File: config.mk
export PLATFORM = sky130hd
export DESIGN_NAME = wdg_top
export DESIGN_NICKNAME = d
export VERILOG_FILES = /design/src/rtl/wdg_pkg.sv /design/src/rtl/wdg_tick_mux.sv /design/src/rtl/wdg_clear_ctl.sv /design/src/rtl/wdg_counter.sv /design/src/rtl/wdg_report.sv /design/src/rtl/wdg_top.sv
export SDC_FILE = /design/constraint.sdc
export NUM_CORES = 1
export LEC_CHECK = 0
export ABC_AREA = 1
export ABC_CLOCK_PERIOD_IN_PS = 2400
export BUFFER_PORTS_ARGS = -buffer_cell sky130_fd_sc_hd__buf_4
export CAP_MARGIN = 40
export CORE_MARGIN = 2
export CORE_UTILIZATION = 40
export CTS_CLUSTER_DIAMETER = 40
export DETAILED_ROUTE_END_ITERATION = 8
export GPL_TIMING_DRIVEN = 0
export MAX_ROUTING_LAYER = met4
export PLACE_DENSITY_LB_ADDON = 0.05
export RECOVER_POWER = 100
export SYNTH_ARGS = -nofsm -noshare
export SYNTH_HDL_FRONTEND = slang
export SYNTH_SLANG_ARGS = --single-unit
File: constraint.sdc
create_clock -name clk -period 2.4 [get_ports clk]
set_input_delay 0.24 -clock clk [delete_from_list [all_inputs] [get_ports clk]]
set_output_delay 0.24 -clock clk [all_outputs]
set_load 0.01 [all_outputs]
File: src/rtl/wdg_pkg.sv
package wdg_pkg;

    typedef enum logic [1:0] {
        SRC_OSC  = 2'd0,
        SRC_SYS4 = 2'd1,
        SRC_RTC  = 2'd2,
        SRC_RTC2 = 2'd3
    } wdg_src_e;

    typedef struct packed {
        logic osc;
        logic sys4;
        logic rtc;
    } wdg_ticks_t;

    typedef struct packed {
        logic single;
        logic first;
        logic second;
    } wdg_clr_t;

    typedef struct packed {
        logic chip;
        logic warm;
    } wdg_req_t;

    function automatic logic wdg_pick(input wdg_src_e s, input wdg_ticks_t t);
        logic r;
        case (s)
            SRC_OSC:  r = t.osc;
            SRC_SYS4: r = t.sys4;
            default:  r = t.rtc;
        endcase
        return r;
    endfunction

    function automatic logic wdg_stalled(input wdg_src_e s, input logic halted);
        return (s == SRC_SYS4) && halted;
    endfunction

endpackage

File: src/rtl/wdg_tick_mux.sv
module wdg_tick_mux
    import wdg_pkg::*;
(
    input  wdg_ticks_t ticks,
    input  wdg_src_e   src,
    input  logic       halt,
    input  logic       en,
    output logic       tick_out
);
    always_comb begin
        tick_out = en && wdg_pick(src, ticks) && !wdg_stalled(src, halt);
    end
endmodule

File: src/rtl/wdg_clear_ctl.sv
module wdg_clear_ctl
    import wdg_pkg::*;
(
    input  logic     clk,
    input  logic     rst,
    input  logic     en,
    input  logic     dual,
    input  wdg_clr_t clr,
    input  logic     halt,
    output logic     sw_clr,
    output logic     clr_evt
);
    logic seen_first, seen_second, halt_q, halt_entry;

    always_comb begin
        halt_entry = halt && !halt_q;
        if (dual)
            sw_clr = en && (seen_first || clr.first) && (seen_second || clr.second);
        else
            sw_clr = en && clr.single;
        clr_evt = sw_clr || (en && halt_entry);
    end

    always_ff @(posedge clk) begin
        if (rst) begin
            halt_q <= 1'b0;
        end else begin
            halt_q <= halt;
        end
    end

    always_ff @(posedge clk) begin
        if (rst || !en || clr_evt) begin
            seen_first  <= 1'b0;
            seen_second <= 1'b0;
        end else if (dual) begin
            seen_first  <= seen_first  || clr.first;
            seen_second <= seen_second || clr.second;
        end
    end

    // a lone first strobe in paired mode is remembered
    p_first_kept_r9: assert property (@(posedge clk) disable iff (rst)
        (en && dual && clr.first && !clr.second && !seen_second && !halt_entry)
        |=> seen_first);

    // paired strobes never arm anything in single mode
    p_single_no_arm_r8: assert property (@(posedge clk) disable iff (rst)
        (!dual && !seen_first && !seen_second) |=> (!seen_first && !seen_second));
endmodule

File: src/rtl/wdg_counter.sv
module wdg_counter #(
    parameter int PRE_W = 8,
    parameter int CNT_W = 7
) (
    input  logic                   clk,
    input  logic                   rst,
    input  logic                   en,
    input  logic                   clear,
    input  logic                   tick,
    output logic                   ovf,
    output logic [PRE_W+CNT_W-1:0] cnt_o
);
    localparam int TOT_W = PRE_W + CNT_W;
    localparam logic [PRE_W-1:0] PRE_ONE = PRE_W'(1);
    localparam logic [CNT_W-1:0] CNT_ONE = CNT_W'(1);

    logic [PRE_W-1:0] pre_q;
    logic [CNT_W-1:0] main_q;
    logic             pre_wrap;

    always_comb begin
        pre_wrap = &pre_q;
        ovf      = en && tick && !clear && pre_wrap && (&main_q);
        cnt_o    = {main_q, pre_q};
    end

    always_ff @(posedge clk) begin
        if (rst || clear || !en) begin
            pre_q  <= '0;
            main_q <= '0;
        end else if (tick) begin
            pre_q <= pre_q + PRE_ONE;
            if (pre_wrap)
                main_q <= main_q + CNT_ONE;
        end
    end

    // a clear wins over a tick and leaves the count at zero
    p_clear_zero_r12: assert property (@(posedge clk) disable iff (rst)
        (clear || !en) |=> (cnt_o == '0));

    // an overflow wraps the whole count back to zero
    p_wrap_r3: assert property (@(posedge clk) disable iff (rst)
        ovf |=> (cnt_o == TOT_W'(0)));
endmodule

File: src/rtl/wdg_report.sv
module wdg_report
    import wdg_pkg::*;
(
    input  logic     clk,
    input  logic     rst,
    input  logic     ovf,
    input  logic     halt,
    input  logic     sw_clr,
    output wdg_req_t req,
    output logic     flag
);
    always_ff @(posedge clk) begin
        if (rst) begin
            req  <= '0;
            flag <= 1'b0;
        end else begin
            req.chip <= ovf && !halt;
            req.warm <= ovf && halt;
            if (ovf && !halt)
                flag <= 1'b1;
            else if (sw_clr)
                flag <= 1'b0;
        end
    end

    // the two kinds of request never coincide
    p_req_excl_r5: assert property (@(posedge clk) disable iff (rst)
        !(req.chip && req.warm));

    // a chip request always comes with the status flag set
    p_flag_with_chip_r4: assert property (@(posedge clk) disable iff (rst)
        req.chip |-> flag);

    // a warm request leaves the flag untouched
    p_warm_keeps_flag_r5: assert property (@(posedge clk) disable iff (rst)
        ovf && halt |=> $stable(flag));
endmodule

File: src/rtl/wdg_top.sv
module wdg_top
    import wdg_pkg::*;
#(
    parameter int PRE_W = 8,
    parameter int CNT_W = 7
) (
    input  logic       clk,
    input  logic       rst,
    input  logic       tick_osc,
    input  logic       tick_sys4,
    input  logic       tick_rtc,
    input  logic [1:0] src_sel,
    input  logic       wd_en,
    input  logic       dual_mode,
    input  logic       clr_single,
    input  logic       clr_first,
    input  logic       clr_second,
    input  logic       halt,
    output logic       chip_rst_req,
    output logic       warm_rst_req,
    output logic       timeout_flag
);
    localparam int TOT_W = PRE_W + CNT_W;

    wdg_ticks_t       ticks;
    wdg_clr_t         clr;
    wdg_src_e         src;
    wdg_req_t         req;
    logic             tick, sw_clr, clr_evt, ovf;
    logic [TOT_W-1:0] cnt;

    always_comb begin
        ticks = '{osc: tick_osc, sys4: tick_sys4, rtc: tick_rtc};
        clr   = '{single: clr_single, first: clr_first, second: clr_second};
        src   = wdg_src_e'(src_sel);
    end

    wdg_tick_mux u_mux (
        .ticks(ticks), .src(src), .halt(halt), .en(wd_en), .tick_out(tick)
    );

    wdg_clear_ctl u_clr (
        .clk(clk), .rst(rst), .en(wd_en), .dual(dual_mode), .clr(clr),
        .halt(halt), .sw_clr(sw_clr), .clr_evt(clr_evt)
    );

    wdg_counter #(.PRE_W(PRE_W), .CNT_W(CNT_W)) u_cnt (
        .clk(clk), .rst(rst), .en(wd_en), .clear(clr_evt), .tick(tick),
        .ovf(ovf), .cnt_o(cnt)
    );

    wdg_report u_rep (
        .clk(clk), .rst(rst), .ovf(ovf), .halt(halt), .sw_clr(sw_clr),
        .req(req), .flag(timeout_flag)
    );

    always_comb begin
        chip_rst_req = req.chip;
        warm_rst_req = req.warm;
    end

    // halted with the divided system clock selected, the count is frozen
    p_halt_hold_r7: assert property (@(posedge clk) disable iff (rst)
        (wd_en && src_sel == 2'd1 && halt && !clr_evt) |=> $stable(cnt));

    // disabled, no request of either kind follows
    p_quiet_r10: assert property (@(posedge clk) disable iff (rst)
        !wd_en |=> (!chip_rst_req && !warm_rst_req));

    // reset leaves outputs low
    p_reset_r1: assert property (@(posedge clk)
        rst |=> (!chip_rst_req && !warm_rst_req && !timeout_flag));
endmodule

---- Yosys cells after proc, flatten, opt, wreduce, memory -nomap -nowiden ----
Cells that the tools add are included.
operators by class
  add/subtract/negate cells ............... 2
  eq/ne operators ......................... 1
  multiplexer cells ....................... 4
  reductions and logical operators ........ 31
operator list
  kind                                                                    count
  1-bit logical AND                                                       14
  9-bit AND reduction                                                     1
  8-bit by 1-bit adder with 8-bit output (second input constant)          1
  8-bit AND reduction                                                     1
  7-bit by 1-bit adder with 7-bit output (second input constant)          1
  1-bit logical OR                                                        7
  7-bit AND reduction                                                     1
  1-bit zero test                                                         5
  1-bit two-way mux                                                       3
  2-bit by 1-bit equality test with 1-bit output (second input constant)  1
  2-bit zero test                                                         1
  1-bit one-hot mux with 2 select lines                                   1
  2-bit nonzero test                                                      1
storage, ports and cells
  flip-flop bits (word level) ............. 21
  input bits .............................. 13
  output and inout bits ................... 3
  logic and storage cells ................. 46

---- Longest topological paths before layout ----
Gate-level depths: netlist of the first run.
  word-level depth ........................ 11
  mapped depth ............................ 8
  gate-level depth less buffers ........... 8

---- By module ----
From an unflattened synthesis of the first run, not the netlist that was laid out.
second synthesis, totals
  cells, all modules ...................... 154
  area, all modules ....................... 1,076.0 um^2
by module, submodules not included
  module         instances  cells each  area an instance (um^2)  seq. area each (um^2)
  wdg_counter    1          110         785.8                    300.3
  wdg_clear_ctl  1          23          151.4                    60.1
  wdg_report     1          12          101.3                    60.1
  wdg_tick_mux   1          9           37.5                     0.0

---- Worst setup path after synthesis of the first run ----
Ideal clock, no wire load.
  path type ............................... register to register
  start point ............................. reg u_cnt.pre_q[0]
  end point ............................... reg u_cnt.main_q[5]
  setup time .............................. 116 ps
  arrival time ............................ 1,147 ps
  required time ........................... 2,284 ps
  path slack .............................. 1,138 ps
  stages on the path, launching flop included .. 9
  path buffers ............................ 0
  period minus slack after synthesis ...... 1,262 ps
  cells stage by stage .................... dfxtp_1 -> ha_1 -> nand3_2 -> nor3_2 -> inv_1 -> nor2_8 -> inv_2 -> nand2_1 -> a21oi_2
on the way
  word-level cells in the longest chain between the ends .. 1
RTL lines
  item                                  RTL line           source
  start: declaration                    wdg_counter.sv:17  logic [PRE_W-1:0] pre_q;
  start signal: assignment              wdg_counter.sv:32  pre_q <= pre_q + PRE_ONE;
  9-bit AND reduction (no source line)  --
  end signal: assignment                wdg_counter.sv:34  main_q <= main_q + CNT_ONE;
  end: declaration                      wdg_counter.sv:18  logic [CNT_W-1:0] main_q;
Every way passes these cells.
A chain may end at the register's enable or synchronous reset.

---- Worst setup path after layout of the first run ----
  start point ............................. reg u_clr.seen_second
  end point ............................... reg u_cnt.main_q[1]
on the way
  word-level cells in the longest chain between the ends .. 6
RTL lines
  item                            RTL line             source
  start: declaration              wdg_clear_ctl.sv:13  logic seen_first, seen_second, halt_q, halt_entry;
  start signal: assignment        wdg_clear_ctl.sv:38  seen_second <= seen_second || clr.second;
  1-bit logical OR                wdg_clear_ctl.sv:18  sw_clr = en && (seen_first || clr.first) && (seen_second || clr.second);
  1-bit logical AND               wdg_clear_ctl.sv:18
  1-bit two-way mux               wdg_clear_ctl.sv:17  if (dual)
  1-bit logical OR                wdg_clear_ctl.sv:21  clr_evt = sw_clr || (en && halt_entry);
  1-bit logical OR (2 in series)  wdg_counter.sv:28    if (rst || clear || !en) begin
Every way passes these cells.

==> results of run 1 <==
cell type report:
class                           count  area, µm²
Buffer                              1       3.75
Tap cell                           30       37.5
Fill cell                         276       1310
Clock buffer                        4       26.3
Multi-Input combinational cell    112        584
Timing Repair Buffer               15        101
Sequential cell                    21        420
Inverter                           17       65.1
state kept, by name (all words and copies together), names as in the netlist:
name	flops
u_rep.flag	1
u_clr.halt_q	1
u_rep.req	2
u_cnt.pre_q	8
u_clr.seen_second	1
u_cnt.main_q	7
u_clr.seen_first	1
metrics by stage:
stage	utilization, %	power, W	instances
after global routing	48.7	0.000600	200
after global placement	49.0	0.000417	196
after CTS	50.0	0.000588	200
final	48.7	0.000574	200
after floorplan	-	0.000394	151
after detailed placement	49.0	0.000418	196
synth_stat cells, drive strengths merged:
library cell / instances / area share (%)
buf: 1 / 1.0
nand4: 1 / 0.57
nand2: 47 / 17
inv: 16 / 5.5
nand3b: 1 / 0.69
dfxtp: 21 / 38
nor2: 22 / 9.9
nand3: 9 / 6.2
clkinv: 1 / 0.46
xor2: 7 / 5.6
xnor2: 3 / 2.4
a21oi: 17 / 8.4
nor3: 2 / 1.4
ha: 2 / 2.3
o21ai: 1 / 0.46
metal layers:
| metal | vias to the layer above | share of wire (%) | global-route usage (%) |
|---|---|---|---|
| li1 | 517 | - | - |
| met1 | 419 | 50 | 17.9 |
| met2 | 16 | 44 | 23.0 |
| met3 | 4 | 4.3 | 2.30 |
| met4 | 0 | 1.4 | 6.12 |
| met5 | - | 0 | - |
final timing paths:
check	startpoint	end	slack [ns]	cells past startpoint
max	u_clr.seen_second	u_cnt.main_q[1]	0.70	8
max reg2reg	u_clr.seen_second	u_cnt.main_q[1]	0.70	8
min reg2reg	u_cnt.main_q[5]	u_cnt.main_q[5]	0.48	2
min	rst	u_clr.halt_q	0.11	2
kinds of logic (layout without fill, tap and decap cells):
kind of cell,Yosys count,after routing,synth area share [%]
DFF,21,21,38.4
AOI/OAI and AO/OA,18,18,8.90
adders and majority gates,2,2,2.28
buffers and inverters,18,37,6.96
and+or+nand+nor,82,82,35.5
xor gates and xnor gates,10,10,7.99
worst register-to-register path, stage by stage, from the launching register on:
cell      delay (ns)
dfxtp_1         0.34
nor2_1          0.04
o21ai_0         0.16
nand2_1         0.10
nand2_1         0.09
clkinv_1        0.08
nand3_1         0.28
clkbuf_1        0.41
a21oi_1         0.08
where the power goes:
part / internal, W / switching, W / leakage, nW / total (W)
sequential: 0.000351 / 0.00000104 / 0.170 / 0.000352
clock: 0.0000647 / 0.000104 / 0.0150 / 0.000169
combinational: 0.0000222 / 0.0000313 / 0.314 / 0.0000535
==> results by group, run 1 <==
Status
  – Status: finished, final reports clean

Setup path
  – Most frequent CP cell: nand2_1
  – Bufs and invs on worst path: 2
  – Crit-path leading delay family: simple AND/OR/NAND/NOR gates
  – CP max FO: 10
  – Crit-path slowest cell: clkbuf_1
  – WP data arrival: 1.88 ns
  – CP required: 2.58 ns
  – Delay of the slowest cell on the worst path: 0.41 ns
  – Critical path cell sequence: nor2_1 -> o21ai_0 -> nand2_1 -> nand2_1 -> clkinv_1 -> nand3_1 -> clkbuf_1 -> a21oi_1
  – Setup Crit Path Kind: register to register
  – Element type at the critical path end: register
  – Critical Path Start Type: register

GRT
  – Grt total ovfl: 0
  – Initial antenna violation count: 0
  – First-pass GRT wire length: 3.57 mm
  – Vias in the first global route: 878
  – Total GRT Usage: 14.4%
  – Largest net degree at the start of global routing: 12

Clock network
  – CTS sink cnt: 21
  – Post-CTS Setup Bufs: 0
  – Root Driver: clkbuf_4
  – CTS Buf Count: 3
  – H-tree depth: 1
  – PostCTS Resize Cnt: 0
  – CTS tree: built
  – Hold Buf Count CTS: 0
  – Worst skew pair latency: 0.30 ns
  – Max Root-Sink Buffers: 2
  – Clock slew at reported path FFs: 0.11 ns

Synthesis
  – Sequential fraction of the synthesis area: 38.4%
  – Avg Inst Size Synth: 7.26 µm²
  – Post-synthesis register bit count: 21
  – Mapped Area: 0.00110 mm²
  – Syn. warnings: 0
  – Post-synthesis cell count: 151
  – Mapped Nets: 166
  – Number of distinct library cells after synthesis: 24

Timing
  – Period utilization: 71.0%
  – Setup WS post-layout: 0.695 ns
  – Least-Margin Pin Slew: 0.444 ns
  – Max-slew headroom: 70.4%
  – Fin Setup TNS: 0 ns
  – RSZ-0062 raised after global routing: false
  – Final setup skew: 0.00451 ns
  – Hold WS: 0.110 ns
  – FMAX: 587 MHz
  – Final setup violation count: 0
  – Final min period: 1.70 ns
  – Fin. Hold Viols: 0
  – Slew Limit Fails: 0

Placement
  – Post-DP HPWL: 1.52 mm
  – Dpl ws: 0.969 ns
  – Area after DPL: 0.00125 mm²
  – Routability cong.: 0.769
  – PortBufs: 15

Die
  – I/O pin cnt: 16
  – Die Ht: 56.3 µm
  – Starting density of the core: 43.1%
  – Die width: 56.3 µm
  – Die ar.: 0.00317 mm²
  – Row Count: 18
  – Core area: 0.00254 mm²

Detailed routing
  – Vias per cell: 4.78
  – Antenna Nets Post-Route: 0
  – First drt pass iteration count: 4
  – Total wire length: 2.01 mm
  – Via count: 956
  – # DRC: 0
  – Routed WL per cell: 10.1 µm
  – DRT iter0 DRCs: 27

Finish
  – Proportion of layout cells with a drive suffix above 1: 15.3%
  – NumNets Final: 186
  – N_diodes: 0
  – Synthesis-to-layout area growth: 13.0%
  – Most common cell after layout, fill and taps aside: nand2_1
  – Finished Cell Area: 0.00124 mm²
  – Commonest cells after routing, fill and taps aside: nand2_1 (46), dfxtp_1 (21), nor2_1 (20)

Hold path
  – Hold Path Class: input pin to register

Power and ir drop
  – Power density cells: 464 mW/mm²
  – Peak supply drop: 0.258 mV
  – Leakage: 0.498 nW

Job
  – Max-cap violations: 0
Power figures use the tool's default switching activity.
==> run 2, diff against run 1 <==
--- a/config.mk
+++ b/config.mk
@@ -5,8 +5,8 @@
 export SDC_FILE = /design/constraint.sdc
 export NUM_CORES = 1
 export LEC_CHECK = 0
-export ABC_AREA = 1
-export ABC_CLOCK_PERIOD_IN_PS = 2400
+export ABC_AREA = 0
+export ABC_CLOCK_PERIOD_IN_PS = 1700
 export BUFFER_PORTS_ARGS = -buffer_cell sky130_fd_sc_hd__buf_4
 export CAP_MARGIN = 40
 export CORE_MARGIN = 2
==> constraint.sdc (replaced) <==
create_clock -name clk -period 1.7 [get_ports clk]
set_input_delay 0.17 -clock clk [delete_from_list [all_inputs] [get_ports clk]]
set_output_delay 0.17 -clock clk [all_outputs]
set_load 0.01 [all_outputs]
==> results by group, run 2 <==
Status
  – Status: finished, final reports clean

Synthesis
  – Cell with the most instances after synthesis: dfxtp_1
  – Avg Inst Size Synth: 8.85 µm² (+22%)
  – Mapped Area: 0.00104 mm² (-4.7%)
  – Sequential fraction of the synthesis area: 40.2% (+1.9 points)
  – Top post-synthesis cells by area: dfxtp_1 (40%), mux2i_1 (5.7%), a21oi_1 (4.8%)
  – Mapped Nets: 133 (-20%)
  – Top cell type by total area after synthesis: dfxtp_1
  – Post-synthesis cell count: 118 (-22%)
  – Number of distinct library cells after synthesis: 30 (+25%)
  – Syn. warnings: 0 (unchanged)
  – Most used DFF post-synth: dfxtp_1
  – Post-synthesis register bit count: 21 (unchanged)
  – Async SR Flop Fraction: 0% (unchanged)
  – Post-synth EDFFs: 0 (unchanged)
  – Post-synth top cells: dfxtp_1 (21), a21oi_1 (10), nand3_1 (9), nand2_1 (8)
  – Top-area cell type share of the netlist area: 40.2% (+1.9 points)

Setup path
  – WP data arrival: 1.79 ns (-0.09 ns)
  – CP required: 1.90 ns (-0.68 ns)
  – Setup Crit Path Kind: input pin to register
  – CP max FO: 10 (unchanged)
  – Reg-to-reg startpoint: u_cnt.main_q[0]
  – Critical Path Start Type: input pin
  – R2r setup slk: 0.11 ns (-0.58 ns)
  – Crit path from: halt
  – Element type at the critical path end: register

Clock network
  – CTS Buf Count: 3 (unchanged)
  – Post-CTS Setup Bufs: 0 (unchanged)
  – CTS tree: built
  – Worst skew pair latency: 0.31 ns (about the same)
  – Max Root-Sink Buffers: 2 (unchanged)
  – Clock slew at reported path FFs: 0.12 ns (about the same)
  – Root Driver: clkbuf_4
  – CTS sink cnt: 21 (unchanged)
  – H-tree depth: 1 (unchanged)

Timing
  – RSZ-0062 raised after global routing: false
  – Period utilization: 93.4%
  – FMAX: 630 MHz
  – Hold WS: 0.0535 ns (-0.0569 ns)
  – Slew Limit Fails: 0 (unchanged)
  – Final setup skew: 0.00245 ns (-0.00206 ns)
  – Fin. Hold Viols: 0 (unchanged)
  – Final min period: 1.59 ns
  – Least-Margin Pin Slew: 0.527 ns (+0.0824 ns)
  – Max-slew headroom: 64.8% (-5.6 points)
  – Final setup violation count: 0 (unchanged)

Detailed routing
  – # DRC: 0 (unchanged)
  – Via count: 930 (-2.7%)
  – Total wire length: 2.17 mm (+7.8%)
  – Vias per cell: 5.54 (+16%)
  – Routed WL per cell: 12.9 µm (+28%)
  – Antenna Nets Post-Route: 0 (unchanged)
  – DRT iter0 DRCs: 27 (unchanged)
  – First drt pass iteration count: 4 (unchanged)

Finish
  – Largest registers: u_cnt.pre_q x8, u_cnt.main_q x7, u_rep.req x2
  – Proportion of layout cells with a drive suffix above 1: 19.6% (+4.3 points)
  – Max reg flops: 8 (unchanged)
  – Sequential cell area: 423 µm² (+0.60%)
  – Area occupied by multi-input gates: 584 µm² (unchanged)
  – # fillers: 252 (-8.7%)
  – Commonest cells after routing, fill and taps aside: dfxtp_1 (19), buf_4 (12), a21oi_1 (10)
  – NumNets Final: 154 (-17%)
  – Most common cell after layout, fill and taps aside: dfxtp_1
  – N_diodes: 0 (unchanged)
  – Synthesis-to-layout area growth: 17.1%
  – Most flop-heavy register: u_cnt.pre_q

Power and ir drop
  – Pwr Total: 0.000831 W (+45%)
  – Power density cells: 679 mW/mm² (+46%)
  – Peak supply drop: 0.488 mV (+89%)
  – Leakage: 0.409 nW (-18%)

GRT
  – Total GRT Usage: 17.2% (+2.8 points)
  – Vias in the first global route: 862 (-1.8%)
  – First-pass GRT wire length: 3.66 mm (+2.7%)
  – Grt total ovfl: 0 (unchanged)
  – Initial antenna violation count: 0 (unchanged)
  – Largest net degree at the start of global routing: 14 (+2)

Placement
  – PortBufs: 15 (unchanged)
  – Post-DP HPWL: 1.62 mm (+6.8%)
  – Routability cong.: 0.830 (+7.9%)

Hold path
  – Hold Path Class: input pin to register
  – HP Start: halt

Die
  – Core area: 0.00248 mm² (-2.7%)
  – Die ar.: 0.00304 mm² (-4.4%)
  – Row Count: 18 (unchanged)
  – I/O pin cnt: 16 (unchanged)
  – Starting density of the core: 42.2% (-0.90 points)
  – Die Ht: 55.1 µm (-2.2%)
  – Die width: 55.1 µm (-2.2%)

Job
  – Max-cap violations: 0 (unchanged)
==> run 2: changes by cell type in the layout (fill, tap and decap cells not counted), moves of 4 or more <==
| cell | before | now |
|---|---|---|
| nand2_1 | 46 | 8 |
| nor2_1 | 20 | 4 |
| inv_1 | 13 | 2 |
| mux2i_1 | 0 | 6 |
| xor2_1 | 7 | 1 |
| a21oi_1 | 15 | 10 |
| nor3_1 | 1 | 6 |
| o31ai_1 | 0 | 5 |
| or4_1 | 0 | 5 |
| nor2b_1 | 0 | 4 |
==> run 2: power by group <==
part	internal, W	switching [W]	leakage (nW)
clock network	0.0000898	0.000163	0.0139
registers	0.000495	0.00000150	0.170
logic	0.0000371	0.0000451	0.224
total	0.000622	0.000209	0.409
==> run 2: kinds of logic after synthesis <==
family / Yosys count / synth area share [%]
mux: 6 / 5.75
buf+inv: 9 / 4.79
flops: 21 / 40.2
fa+ha+maj: 2 / 2.39
compound gates: 23 / 15.2
simple gates: 56 / 30.8
xor+xnor: 1 / 0.838
==> run 2: final cells by class <==
| type | count | share of cell area, % |
|---|---|---|
| Clock inverter | 1 | 0.613 |
| Inverter | 2 | 0.613 |
| Clock buffer | 3 | 1.84 |
| Buffer | 7 | 2.76 |
| Sequential cell | 21 | 34.6 |
| Multi-Input combinational cell | 88 | 47.8 |
| Timing Repair Buffer | 16 | 8.79 |
| Tap cell | 30 | 3.07 |
==> run 2: what timing repair did <==
action / 4_1_cts / 5_1_grt
hold buffers: 1 / 0
endpoints found under the setup margin: 2 / 17
hold endpoints to repair: 1 / 0
gates resized for setup: 1 / 8
==> run 2: layer usage <==
| metal | global-route usage (%) | share of wire [%] | vias up |
|---|---|---|---|
| met5 | - | 0 | - |
| li1 | - | - | 485 |
| met4 | 6.10 | 1.2 | 0 |
| met3 | 3.23 | 2.3 | 4 |
| met2 | 28.4 | 47 | 11 |
| met1 | 20.9 | 49 | 430 |
==> run 2: worst paths after layout <==
path	to	depth (start not counted)
setup / recovery	u_cnt.pre_q[1]	7
hold / removal	u_rep.req[1]	2
setup reg to reg	u_cnt.main_q[6]	5
hold reg to reg	u_cnt.pre_q[7]	2
==> run 2: worst max-delay path, cell delays in order <==
cell	delay, ns
buf_4	0.11
and3b_2	0.21
o311ai_2	0.49
clkbuf_2	0.33
buf_4	0.22
mux2i_1	0.20
nor2_1	0.05
==> run 2: per-stage QoR <==
step           TNS (ns)  cells  util, %  instance area (µm²)  worst slack (ns)
3_3_place_gp          0    163     48.2                 1190            0.0265
3_5_place_dp    -0.0460    163     48.2                 1190           -0.0269
4_1_cts               0    168     50.1                 1240            0.0538
2_1_floorplan         0    118        -                 1040             0.250
5_1_grt               0    168     49.4                 1220           0.00499
6_report              0    168     49.4                 1220             0.113
